<file path="src/rtl/stop_wake_pkg.sv">
package stop_wake_pkg;

  typedef enum logic [1:0] {
    RES_NEXT  = 2'd0,
    RES_XVEC  = 2'd1,
    RES_IVEC  = 2'd2,
    RES_RESET = 2'd3
  } resume_e;

  typedef enum logic [2:0] {
    ST_IDLE   = 3'd0,
    ST_STACK  = 3'd1,
    ST_STBY   = 3'd2,
    ST_RECOV  = 3'd3,
    ST_RESUME = 3'd4
  } seq_state_e;

endpackage

</file>
<file path="src/rtl/stop_wake_sync.sv">
module stop_wake_sync #(
  parameter int WIDTH  = 3,
  parameter int STAGES = 2
) (
  input  logic             clk,
  input  logic             rst_n,
  input  logic [WIDTH-1:0] d_in,
  output logic [WIDTH-1:0] d_out
);

  generate
    if (STAGES == 0) begin : g_bypass
      assign d_out = d_in;
    end else begin : g_chain
      logic [WIDTH-1:0] pipe_q [STAGES];
      for (genvar s = 0; s < STAGES; s++) begin : g_stage
        always_ff @(posedge clk or negedge rst_n) begin
          if (!rst_n) begin
            pipe_q[s] <= '0;
          end else begin
            pipe_q[s] <= (s == 0) ? d_in : pipe_q[(s == 0) ? 0 : s-1];
          end
        end
      end
      assign d_out = pipe_q[STAGES-1];
    end
  endgenerate

endmodule

</file>
<file path="src/rtl/stop_wake_arb.sv">
module stop_wake_arb
  import stop_wake_pkg::*;
(
  input  logic    rst_s,
  input  logic    xirq_s,
  input  logic    irq_s,
  input  logic    mask_x,
  input  logic    mask_i,
  output logic    wake,
  output logic    need_recov,
  output resume_e wake_code
);

  always_comb begin
    wake       = 1'b0;
    need_recov = 1'b0;
    wake_code  = RES_NEXT;
    if (rst_s) begin
      wake      = 1'b1;
      wake_code = RES_RESET;
    end else if (xirq_s) begin
      wake = 1'b1;
      if (mask_x) begin
        need_recov = 1'b1;
        wake_code  = RES_NEXT;
      end else begin
        wake_code = RES_XVEC;
      end
    end else if (irq_s && !mask_i) begin
      wake      = 1'b1;
      wake_code = RES_IVEC;
    end
  end

endmodule

</file>
<file path="src/rtl/stop_wake_fsm.sv">
module stop_wake_fsm
  import stop_wake_pkg::*;
#(
  parameter int RECOV_CYCLES = 2
) (
  input  logic       clk,
  input  logic       rst_n,
  input  logic       stop_req,
  input  logic       stop_dis,
  input  logic       stack_ack,
  input  logic       wake,
  input  logic       need_recov,
  input  resume_e    wake_code,
  output logic       stack_req,
  output logic       sys_clk_en,
  output logic       q_recov,
  output logic       resume_valid,
  output logic [1:0] resume_code
);

  localparam int CW = (RECOV_CYCLES > 1) ? $clog2(RECOV_CYCLES) : 1;
  localparam logic [CW-1:0] CNT_LAST = CW'(RECOV_CYCLES - 1);

  seq_state_e state_q, state_nxt;
  resume_e    code_q, code_nxt;
  logic       code_en;
  logic [CW-1:0] cnt_q, cnt_nxt;
  logic       cnt_en;

  always_comb begin
    state_nxt = state_q;
    code_nxt  = code_q;
    code_en   = 1'b0;
    cnt_nxt   = cnt_q;
    cnt_en    = 1'b0;
    unique case (state_q)
      ST_IDLE: begin
        if (stop_req && !stop_dis) state_nxt = ST_STACK;
      end
      ST_STACK: begin
        if (stack_ack) state_nxt = ST_STBY;
      end
      ST_STBY: begin
        if (wake) begin
          if (need_recov) begin
            state_nxt = ST_RECOV;
            cnt_nxt   = '0;
            cnt_en    = 1'b1;
          end else begin
            state_nxt = ST_RESUME;
            code_nxt  = wake_code;
            code_en   = 1'b1;
          end
        end
      end
      ST_RECOV: begin
        if (cnt_q == CNT_LAST) begin
          state_nxt = ST_RESUME;
          code_nxt  = RES_NEXT;
          code_en   = 1'b1;
        end else begin
          cnt_nxt = CW'(cnt_q + 1'b1);
          cnt_en  = 1'b1;
        end
      end
      ST_RESUME: begin
        state_nxt = ST_IDLE;
      end
      default: state_nxt = ST_IDLE;
    endcase
  end

  always_ff @(posedge clk or negedge rst_n) begin
    if (!rst_n) begin
      state_q <= ST_IDLE;
    end else begin
      state_q <= state_nxt;
    end
  end

  always_ff @(posedge clk or negedge rst_n) begin
    if (!rst_n) begin
      code_q <= RES_NEXT;
    end else if (code_en) begin
      code_q <= code_nxt;
    end
  end

  always_ff @(posedge clk or negedge rst_n) begin
    if (!rst_n) begin
      cnt_q <= '0;
    end else if (cnt_en) begin
      cnt_q <= cnt_nxt;
    end
  end

  assign stack_req    = (state_q == ST_STACK);
  assign sys_clk_en   = (state_q != ST_STBY);
  assign q_recov      = (state_q == ST_RECOV);
  assign resume_valid = (state_q == ST_RESUME);
  assign resume_code  = code_q;

endmodule

</file>
<file path="src/rtl/stop_wake_seq.sv">
module stop_wake_seq
  import stop_wake_pkg::*;
#(
  parameter int SYNC_STAGES  = 2,
  parameter int RECOV_CYCLES = 2
) (
  input  logic       clk,
  input  logic       rst_n,
  input  logic       stop_req,
  input  logic       stop_dis,
  input  logic       mask_x,
  input  logic       mask_i,
  input  logic       wake_rst,
  input  logic       wake_xirq,
  input  logic       wake_irq,
  input  logic       stack_ack,
  output logic       stack_req,
  output logic       sys_clk_en,
  output logic       q_recov,
  output logic       resume_valid,
  output logic [1:0] resume_code
);

  localparam int NWAKE = 3;

  logic [1:0] rst_pipe_q;
  logic       rst_n_int;

  always_ff @(posedge clk or negedge rst_n) begin
    if (!rst_n) begin
      rst_pipe_q <= 2'b00;
    end else begin
      rst_pipe_q <= {rst_pipe_q[0], 1'b1};
    end
  end
  assign rst_n_int = rst_pipe_q[1];

  logic [NWAKE-1:0] wake_raw, wake_s;
  assign wake_raw = {wake_irq, wake_xirq, wake_rst};

  stop_wake_sync #(
    .WIDTH  (NWAKE),
    .STAGES (SYNC_STAGES)
  ) u_sync (
    .clk   (clk),
    .rst_n (rst_n_int),
    .d_in  (wake_raw),
    .d_out (wake_s)
  );

  logic    wake, need_recov;
  resume_e wake_code;

  stop_wake_arb u_arb (
    .rst_s      (wake_s[0]),
    .xirq_s     (wake_s[1]),
    .irq_s      (wake_s[2]),
    .mask_x     (mask_x),
    .mask_i     (mask_i),
    .wake       (wake),
    .need_recov (need_recov),
    .wake_code  (wake_code)
  );

  stop_wake_fsm #(
    .RECOV_CYCLES (RECOV_CYCLES)
  ) u_fsm (
    .clk          (clk),
    .rst_n        (rst_n_int),
    .stop_req     (stop_req),
    .stop_dis     (stop_dis),
    .stack_ack    (stack_ack),
    .wake         (wake),
    .need_recov   (need_recov),
    .wake_code    (wake_code),
    .stack_req    (stack_req),
    .sys_clk_en   (sys_clk_en),
    .q_recov      (q_recov),
    .resume_valid (resume_valid),
    .resume_code  (resume_code)
  );

endmodule

</file>
<file path="config.mk">
export PLATFORM = sky130hd
export DESIGN_NAME = stop_wake_seq
export DESIGN_NICKNAME = d
export VERILOG_FILES = /design/src/rtl/stop_wake_pkg.sv /design/src/rtl/stop_wake_sync.sv /design/src/rtl/stop_wake_arb.sv /design/src/rtl/stop_wake_fsm.sv /design/src/rtl/stop_wake_seq.sv
export SDC_FILE = /design/constraint.sdc
export NUM_CORES = 1
export LEC_CHECK = 0
export CAP_MARGIN = 20
export CELL_PAD_IN_SITES_DETAIL_PLACEMENT = 1
export CELL_PAD_IN_SITES_GLOBAL_PLACEMENT = 1
export CORE_MARGIN = 2
export CORE_UTILIZATION = 35
export DETAILED_ROUTE_END_ITERATION = 8
export HOLD_SLACK_MARGIN = 0.1
export PLACE_DENSITY_LB_ADDON = 0.1
export SYNTH_ARGS = -nofsm -noshare
export SYNTH_HDL_FRONTEND = slang
export SYNTH_HIERARCHICAL = 1
export SYNTH_SLANG_ARGS = --single-unit
</file>
<file path="constraint.sdc">
create_clock -name clk -period 3.3 [get_ports clk]
set_input_delay 0.99 -clock clk [delete_from_list [all_inputs] [get_ports clk]]
set_output_delay 0.99 -clock clk [all_outputs]
set_load 0.01 [all_outputs]
</file>
* Word level (Yosys, flattened, before mapping)
Index checks and enable logic that the tools add are counted.
** Word-level totals
- Input bits :: 10
- Output and inout port bits :: 6
- Register bits after elaboration :: 14
- Logic and storage cells :: 59
** Operators by class
- Add/sub/neg operators :: 1
- Eq/ne operators :: 11
- Reductions and logical operators :: 9
- Multiplexer cells :: 32
** Operator list (number)
- $mux W1 :: 16
- $mux W3 :: 5
- $mux W2 :: 6
- $pmux W3 S4 :: 1
- $reduce_and A4 Y1 :: 2
- $eq A3 B2 Y1 const B :: 2
- $ne A2 B1 Y1 const B :: 3
- $ne A2 B2 Y1 const B :: 3
- $pmux W1 S2 :: 3
- $reduce_and A5 Y1 :: 1
- $pmux W2 S2 :: 1
- $eq A3 B1 Y1 const B :: 1
- $eq A3 B3 Y1 const B :: 1
- $logic_not A3 Y1 :: 1
- $ne A3 B2 Y1 const B :: 1
- $logic_and A1 B1 Y1 :: 2
- $logic_not A1 Y1 :: 2
- $reduce_bool A2 Y1 :: 1
- $add A1 B1 Y1 const B :: 1

* Logic depth before layout (Yosys ltp)
Gate-level depths: netlist of the first run.
- Depth in word-level cells :: 8
- Mapped depth :: 6
- Depth with buffers taken out :: 5

* Cells and area by module
The synthesis of the first run kept the hierarchy.
** By module, submodules not included
- stop_wake_fsm :: cells an instance 36, times used 1, seq. area each 150.1 sq um, area an instance 356.6 sq um
- stop_wake_sync :: cells an instance 9, times used 1, seq. area each 150.1 sq um, area an instance 172.7 sq um
- stop_wake_seq :: cells an instance 3, times used 1, seq. area each 50.0 sq um, area an instance 53.8 sq um
- stop_wake_arb :: cells an instance 8, times used 1, seq. area each 0.0 sq um, area an instance 47.5 sq um

* Least setup slack after synthesis of the first run
No wires, ideal clock.
- Path type :: reg2out
- From :: reg u_fsm.state_q[2]
- To :: out sys_clk_en
- Data required time :: 2310 ps
- Data arrival time :: 921 ps
- Buffers on the path :: 1
- Stages on the path, launching flop included :: 4
- Setup slack :: 1389 ps
- Cell sequence :: dfrtp_1 > nand2b_1 > buf_2 > or2b_1
** Between the ends
- Cells in the longest elaborated chain, start to end :: 1
** Ends and longest elaborated chain
- start, declared :: RTL line stop_wake_fsm.sv:24 : seq_state_e state_q, state_nxt;
- start signal, assigned :: RTL line stop_wake_fsm.sv:77 : state_q <= state_nxt;
- $ne A3 B2 Y1 :: RTL line stop_wake_fsm.sv:98 : assign sys_clk_en = (state_q != ST_STBY);
- end, declared :: RTL line stop_wake_seq.sv:18 : output logic sys_clk_en,
No other way between the ends.

* Final worst setup path of the first run
Same ends and word-level chain as after synthesis.

==> results.py, run 1 <==
metrics = {
    "power_and_ir_drop": {
        "finalPower_uw": 554,
        "leakagePower_nw": 0.357,
        "power_density_mw_per_mm2": 684,
        "peakVddDrop_mv": 0.289,
    },
    "synthesis": {
        "synth_edf_count": 0,
        "yosys_warnings": 6,
        "synth_top_cell_by_area": "dfrtp_1",
        "synth_cell_types": 25,
        "async_flop_share": 1.00,
        "netlist_instances": 56,
        "yosysMostFrequentCell": "dfrtp_1",
        "syn-num-nets": 66,
        "netlist.area_leader.share": 0.556,
        "synth.yosys.seq_area_share": 0.556,
        "ys_dominant_reg_cell": "dfrtp_1",
        "ys_top_cells_by_count": "14 x dfrtp_1, 5 x nor2_1",
        "synth-seq-cells": 14,
        "synth_area_per_cell_sq_um": 11.3,
        "netlist_area_sq_um": 631,
        "synth_area_leaders": "dfrtp_1 56%, buf_4 3.6%, mux4_2 3.6%, a221o_1 3.2%, nand2b_1 3.0%",
    },
    "placement": {
        "gp_congestion": 0.780,
        "hpwl_um": 857,
        "place_ws_ns": 0.870,
        "numPortBuffers": 15,
    },
    "final_layout": {
        "seqCellArea_sq_um": 350,
        "area_growth_pct": 28.4,
        "finish.net_count": 81,
        "diodes": 0,
        "multi_input_area_sq_um": 226,
        "drive_gt1_frac": 0.129,
        "n_fill_cell": 186,
        "final_util": 0.474,
    },
    "route": {
        "drt_wl_total_um": 1100,
        "via_count": 440,
        "drc": 0,
        "vias_per_cell": 4.63,
        "drtIter0Drc": 6,
        "ant_nets": 0,
        "dr.pass1.iters": 4,
        "wire_per_inst_um": 11.6,
    },
    "clock_tree": {
        "ctsRootBufferMaster": "clkbuf_4",
        "cts_resized": 0,
        "insertion_delay_ns": 0.27,
        "cts_setup_buffers": 0,
        "cts-buffers-inserted": 3,
        "cts_tree": "yes",
        "htree_levels": 1,
        "clock_sinks": 14,
        "cts_hold_buf": 0,
        "clock_path_buffers": 2,
        "clk_pin_slew_ns": 0.08,
    },
    "die": {
        "die_area_sq_mm": 0.00216,
        "chipWidth_um": 46.4,
        "rows": 15,
        "initial_core_util": 0.369,
        "io_pins": 16,
        "core_region_area_sq_mm": 0.00171,
        "die_h_um": 46.4,
    },
    "worst_setup_path": {
        "timing.rr.end": "u_fsm/state_q[0]$_DFFE_PN0P_",
        "cp.required_ns": 2.31,
        "critPathKind": "register to output pin",
        "ff2ff_path_depth": 5,
        "rr_startpoint": "u_sync/d_out[1]$_DFF_PN0_",
        "cp-start-kind": "register",
        "worstPathMaxFanout": 8,
        "end_kind": "output pin",
        "rrSetupSlack_ns": 1.96,
        "arrival_ns": 1.73,
    },
    "timing": {
        "drv_slew": 0,
        "hold_viol": 0,
        "setup_viol": 0,
        "fmax_mhz": 368,
        "fin_crit_ns": 2.72,
        "period_share": 0.823,
        "skew_ns": 0.000765,
        "rsz0062_at_grt": "no",
        "final.setup.tns_ns": 0,
        "worst_slack_ns": 0.585,
    },
    "global_routing": {
        "grt_pass1_vias": 429,
        "grtUsageMet3": 0.0353,
        "use_met2": 0.169,
        "grt_pass1_wl_um": 1860,
        "antenna_found_initial": 0,
        "met1_usage": 0.189,
        "top_usage_layer": "met1",
        "grtUsageTotal": 0.131,
        "grt_start_max_net_pins": 13,
        "grt_overflow": 0,
    },
    "run": {
        "maxCapViolations": 0,
    },
    "hold_path": {
        "hold_class": "register to asynchronous set/reset pin",
    },
    "status": {
        "status": "complete, no violations",
    },
}
[power by group]
| group | internal, mW | switching (mW) | total (mW) |
|---|---|---|---|
| Combinational | 0.108 | 0.0752 | 0.183 |
| Clock | 0.0670 | 0.0523 | 0.119 |
| Sequential | 0.203 | 0.0494 | 0.252 |
[worst max-delay path, stage by stage, from the launching register on]
cell	delay [ns]
dfrtp_1	0.42
nand2b_1	0.29
or2b_1	0.27
clkdlybuf4s50_1	0.47
[area by class of cell]
class	instances	area share
sequential	14	0.433
multi-input combinational	33	0.280
timing repair buffer	15	0.185
clock buffer	4	0.0448
tap	25	0.0386
inverter	4	0.0185
[logic make-up after synthesis]
group	Yosys count	share of synthesized area
multiplexers	1	0.0357
AND/OR/NAND/NOR	18	0.177
AO/OA/AOI/OAI	13	0.141
other	1	0.00595
buffers and inverters	9	0.0853
flip-flops	14	0.556
[how the worst max path moves through the flow]
stage,from,end
6_report,u_fsm/state_q[2]$_DFFE_PN0P_,sys_clk_en
3_5_place_dp,u_fsm/state_q[2]$_DFFE_PN0P_,sys_clk_en
3_3_place_gp,u_fsm/state_q[2]$_DFFE_PN0P_,sys_clk_en
2_1_floorplan,u_fsm/state_q[2]$_DFFE_PN0P_,sys_clk_en
4_1_cts,u_fsm/state_q[0]$_DFFE_PN0P_,stack_req
5_1_grt,u_fsm/state_q[0]$_DFFE_PN0P_,stack_req
[cell usage in the layout (no fill, tap or decap), types with 2 or more instances in the layout]
cell and n:
inv_1 3, a221o_1 2, nand2b_1 3, o21ai_0 3
nand2_1 3, dfrtp_1 14, a21oi_1 2, nor2_1 5
clkbuf_4 3, a211oi_1 2, clkdlybuf4s50_1 15, a21o_1 2
[metrics by stage]
stage          cells  hold WS [ns]  cell area, sq um
3_3_place_gp      91         0.205               773
2_1_floorplan     56         0.147               631
6_report          95         0.197               810
4_1_cts           95         0.221               810
5_1_grt           95         0.243               810
3_5_place_dp      91         0.211               773
[sequential cells by signal, indices dropped and copies added (netlist names)]
register / cells
u_sync/g_chain.pipe_q: 3
u_sync/d_out: 3
u_fsm/resume_code: 2
u_fsm/state_q: 3
u_fsm/cnt_q: 1
rst_pipe_q: 2
[metal layers]
metal  routed length, um  up-vias
li1                    -      213
met1                 556      216
met2                 483        9
met3                  43        2
met4                  17        0
met5                   0        -
No activity file was read; power rests on OpenSTA's default activity.
==> run 2: changes to the inputs <==
- clock period: 3.3 -> 2.69 ns (I/O delays scaled with it)
==> results of run 2 <==
Same layout as run 1 (identical final DEF). Status: complete, no violations.
Main changes from that run: setup slack after placement 0.870 ns -> 0.443 ns; setup slack after layout 0.585 ns -> 0.158 ns; register-to-register setup slack 1.96 ns -> 1.35 ns; total power 0.554 mW -> 0.680 mW; worst IR drop on VDD 0.289 mV -> 0.354 mV
==> run 3: changes to the inputs <==
- CORE_MARGIN: 2 -> default
==> run 3 against run 2 <==
Against the previous run: final cell count unchanged; hold slack worse by 0.0066 ns; first-iteration DRC count is 33% lower; sequential share of layout area decreased by 0.46 points; clock-buffer cell count did not move; non-clock buffer count increased by 1; combinational power is 10% higher; register-to-register slack got worse by 0.05 ns; global-route usage up 2.8 points; critical path type unchanged; largest cell class unchanged; highest routed layer unchanged.
==> results.py, run 3 (same netlist as run 1, synthesis figures left out) <==
metrics = {
    "final_layout": {
        "final_cell_mix": "15 x clkdlybuf4s50_1, 14 x dfrtp_1, 5 x nor2_1",
        "finish.net_count": 82,
        "area_growth_pct": 29.8,
        "n_fill_cell": 173,
        "drive_gt1_frac": 0.155,
        "diodes": 0,
        "stdcell_count": 95,
        "final_common_cell": "clkdlybuf4s50_1",
    },
    "placement": {
        "hpwl_um": 881,
        "numPortBuffers": 15,
        "dp.cells": 91,
        "gp_congestion": 0.755,
    },
    "worst_setup_path": {
        "rrSetupSlack_ns": 1.30,
        "arrival_ns": 1.70,
        "cp-start-kind": "register",
        "path_cells": "nand2b_2, or2b_1, clkdlybuf4s50_1",
        "path_delay_family": "simple AND/OR/NAND/NOR gates",
        "worstPathMaxFanout": 8,
        "critPathMaxStageDelay_ns": 0.48,
        "cp.required_ns": 1.88,
        "critPathBufInv": 1,
        "end_kind": "output pin",
        "slowest_stage": "clkdlybuf4s50_1",
        "critPathKind": "register to output pin",
    },
    "route": {
        "via_count": 448,
        "drc": 0,
        "wire_per_inst_um": 12.5,
        "drt_wl_total_um": 1190,
        "wl_met3_um": 58,
        "ant_nets": 0,
        "top_layer": "met4",
        "drtIter0Drc": 4,
        "dr_wl_met2_um": 594,
        "dr.pass1.iters": 3,
        "vias_per_cell": 4.72,
        "wl_met1_um": 529,
    },
    "power_and_ir_drop": {
        "leakagePower_nw": 0.362,
        "peakVddDrop_mv": 0.410,
        "comb_power_share": 0.352,
        "swShare": 0.327,
        "power_density_mw_per_mm2": 858,
        "p_clk_frac": 0.213,
        "finalPower_uw": 702,
        "seq_power_share": 0.435,
        "p_int_uw": 473,
        "switchingPower_uw": 229,
    },
    "clock_tree": {
        "clock_path_buffers": 2,
        "clk_pin_slew_ns": 0.09,
        "cts_setup_buffers": 0,
        "htree_levels": 1,
        "insertion_delay_ns": 0.28,
        "cts-buffers-inserted": 3,
        "ctsRootBufferMaster": "clkbuf_4",
        "clock_sinks": 14,
        "cts_tree": "yes",
    },
    "timing": {
        "hold_viol": 0,
        "fin_crit_ns": 2.51,
        "period_share": 0.934,
        "rsz0062_at_grt": "no",
        "skew_ns": 0.00574,
        "final.setup.tns_ns": 0,
        "holdWs_ns": 0.191,
        "setup_viol": 0,
        "fmax_mhz": 398,
        "drv_slew": 0,
    },
    "global_routing": {
        "grt_pass1_wl_um": 2190,
        "grtUsageTotal": 0.159,
        "grt_start_max_net_pins": 13,
        "antenna_found_initial": 0,
        "grt_pass1_vias": 492,
        "grt_overflow": 0,
    },
    "run": {
        "maxCapViolations": 0,
    },
    "die": {
        "initial_core_util": 0.396,
        "die_area_sq_mm": 0.00198,
        "core_region_area_sq_mm": 0.00159,
        "io_pins": 16,
        "chipWidth_um": 44.4,
        "rows": 14,
        "die_h_um": 44.4,
    },
    "hold_path": {
        "hold_class": "register to asynchronous set/reset pin",
    },
    "status": {
        "status": "complete, no violations",
    },
}
-- run 3: path summary, 6_finish.rpt --
kind | start | end | cells past startpoint
setup reg to reg | u_fsm/state_q[0]$_DFFE_PN0P_ | u_fsm/resume_code[1]$_DFFE_PN0P_ | 4
hold / removal | rst_pipe_q[1]$_DFF_PN0_ | u_fsm/state_q[2]$_DFFE_PN0P_ | 0
hold reg to reg | rst_pipe_q[1]$_DFF_PN0_ | u_fsm/state_q[2]$_DFFE_PN0P_ | 0
setup / recovery | u_fsm/state_q[2]$_DFFE_PN0P_ | sys_clk_en | 3
min in group clk | u_sync/g_chain.pipe_q[5]$_DFF_PN0_ | u_sync/d_out[2]$_DFF_PN0_ | 0
max in group asynchronous | rst_n | rst_pipe_q[1]$_DFF_PN0_ | 1
-- run 3: power by group through the flow --
stage          combinational [mW]  sequential [mW]  clock (mW)
2_1_floorplan               0.168            0.290           0
6_report                    0.247            0.305       0.149
3_3_place_gp                0.238            0.307           0
4_1_cts                     0.248            0.306       0.157
5_1_grt                     0.274            0.315       0.168
3_5_place_dp                0.245            0.310           0
-- run 3: area by class of cell --
cell class | count | area (sq um) | share of cell area
Timing Repair Buffer | 16 | 158 | 0.193
Multi-Input combinational cell | 33 | 229 | 0.280
Inverter | 4 | 15.0 | 0.0183
Clock buffer | 4 | 36.3 | 0.0443
Sequential cell | 14 | 350 | 0.428
Tap cell | 24 | 30.0 | 0.0367
-- run 3: layer usage --
metal  up-vias  track usage
li1        219            -
met1       215        0.203
met2        12        0.247
met3         2       0.0612
met4         0       0.0545
met5         -            0
-- run 3: worst register-to-register path, delay by kind of cell, from the launching register on --
family          cells  cell delay, ns
buf+inv             1            0.19
compound gates      2            0.34
flops               1            0.47
simple gates        1            0.28
-- run 3: stage by stage --
step,cell area [sq um],util,worst slack [ns]
2_1_floorplan,631,-,0.962
3_3_place_gp,779,0.489,0.446
3_5_place_dp,779,0.489,0.438
4_1_cts,816,0.512,0.104
5_1_grt,818,0.513,0.0714
6_report,818,0.513,0.178
-- run 3: what timing repair did --
action	4_1_cts	5_1_grt
resized for setup	0	1
endpoints found under the hold margin	0	0
hold buffers	0	0
setup endpoints to repair	0	1
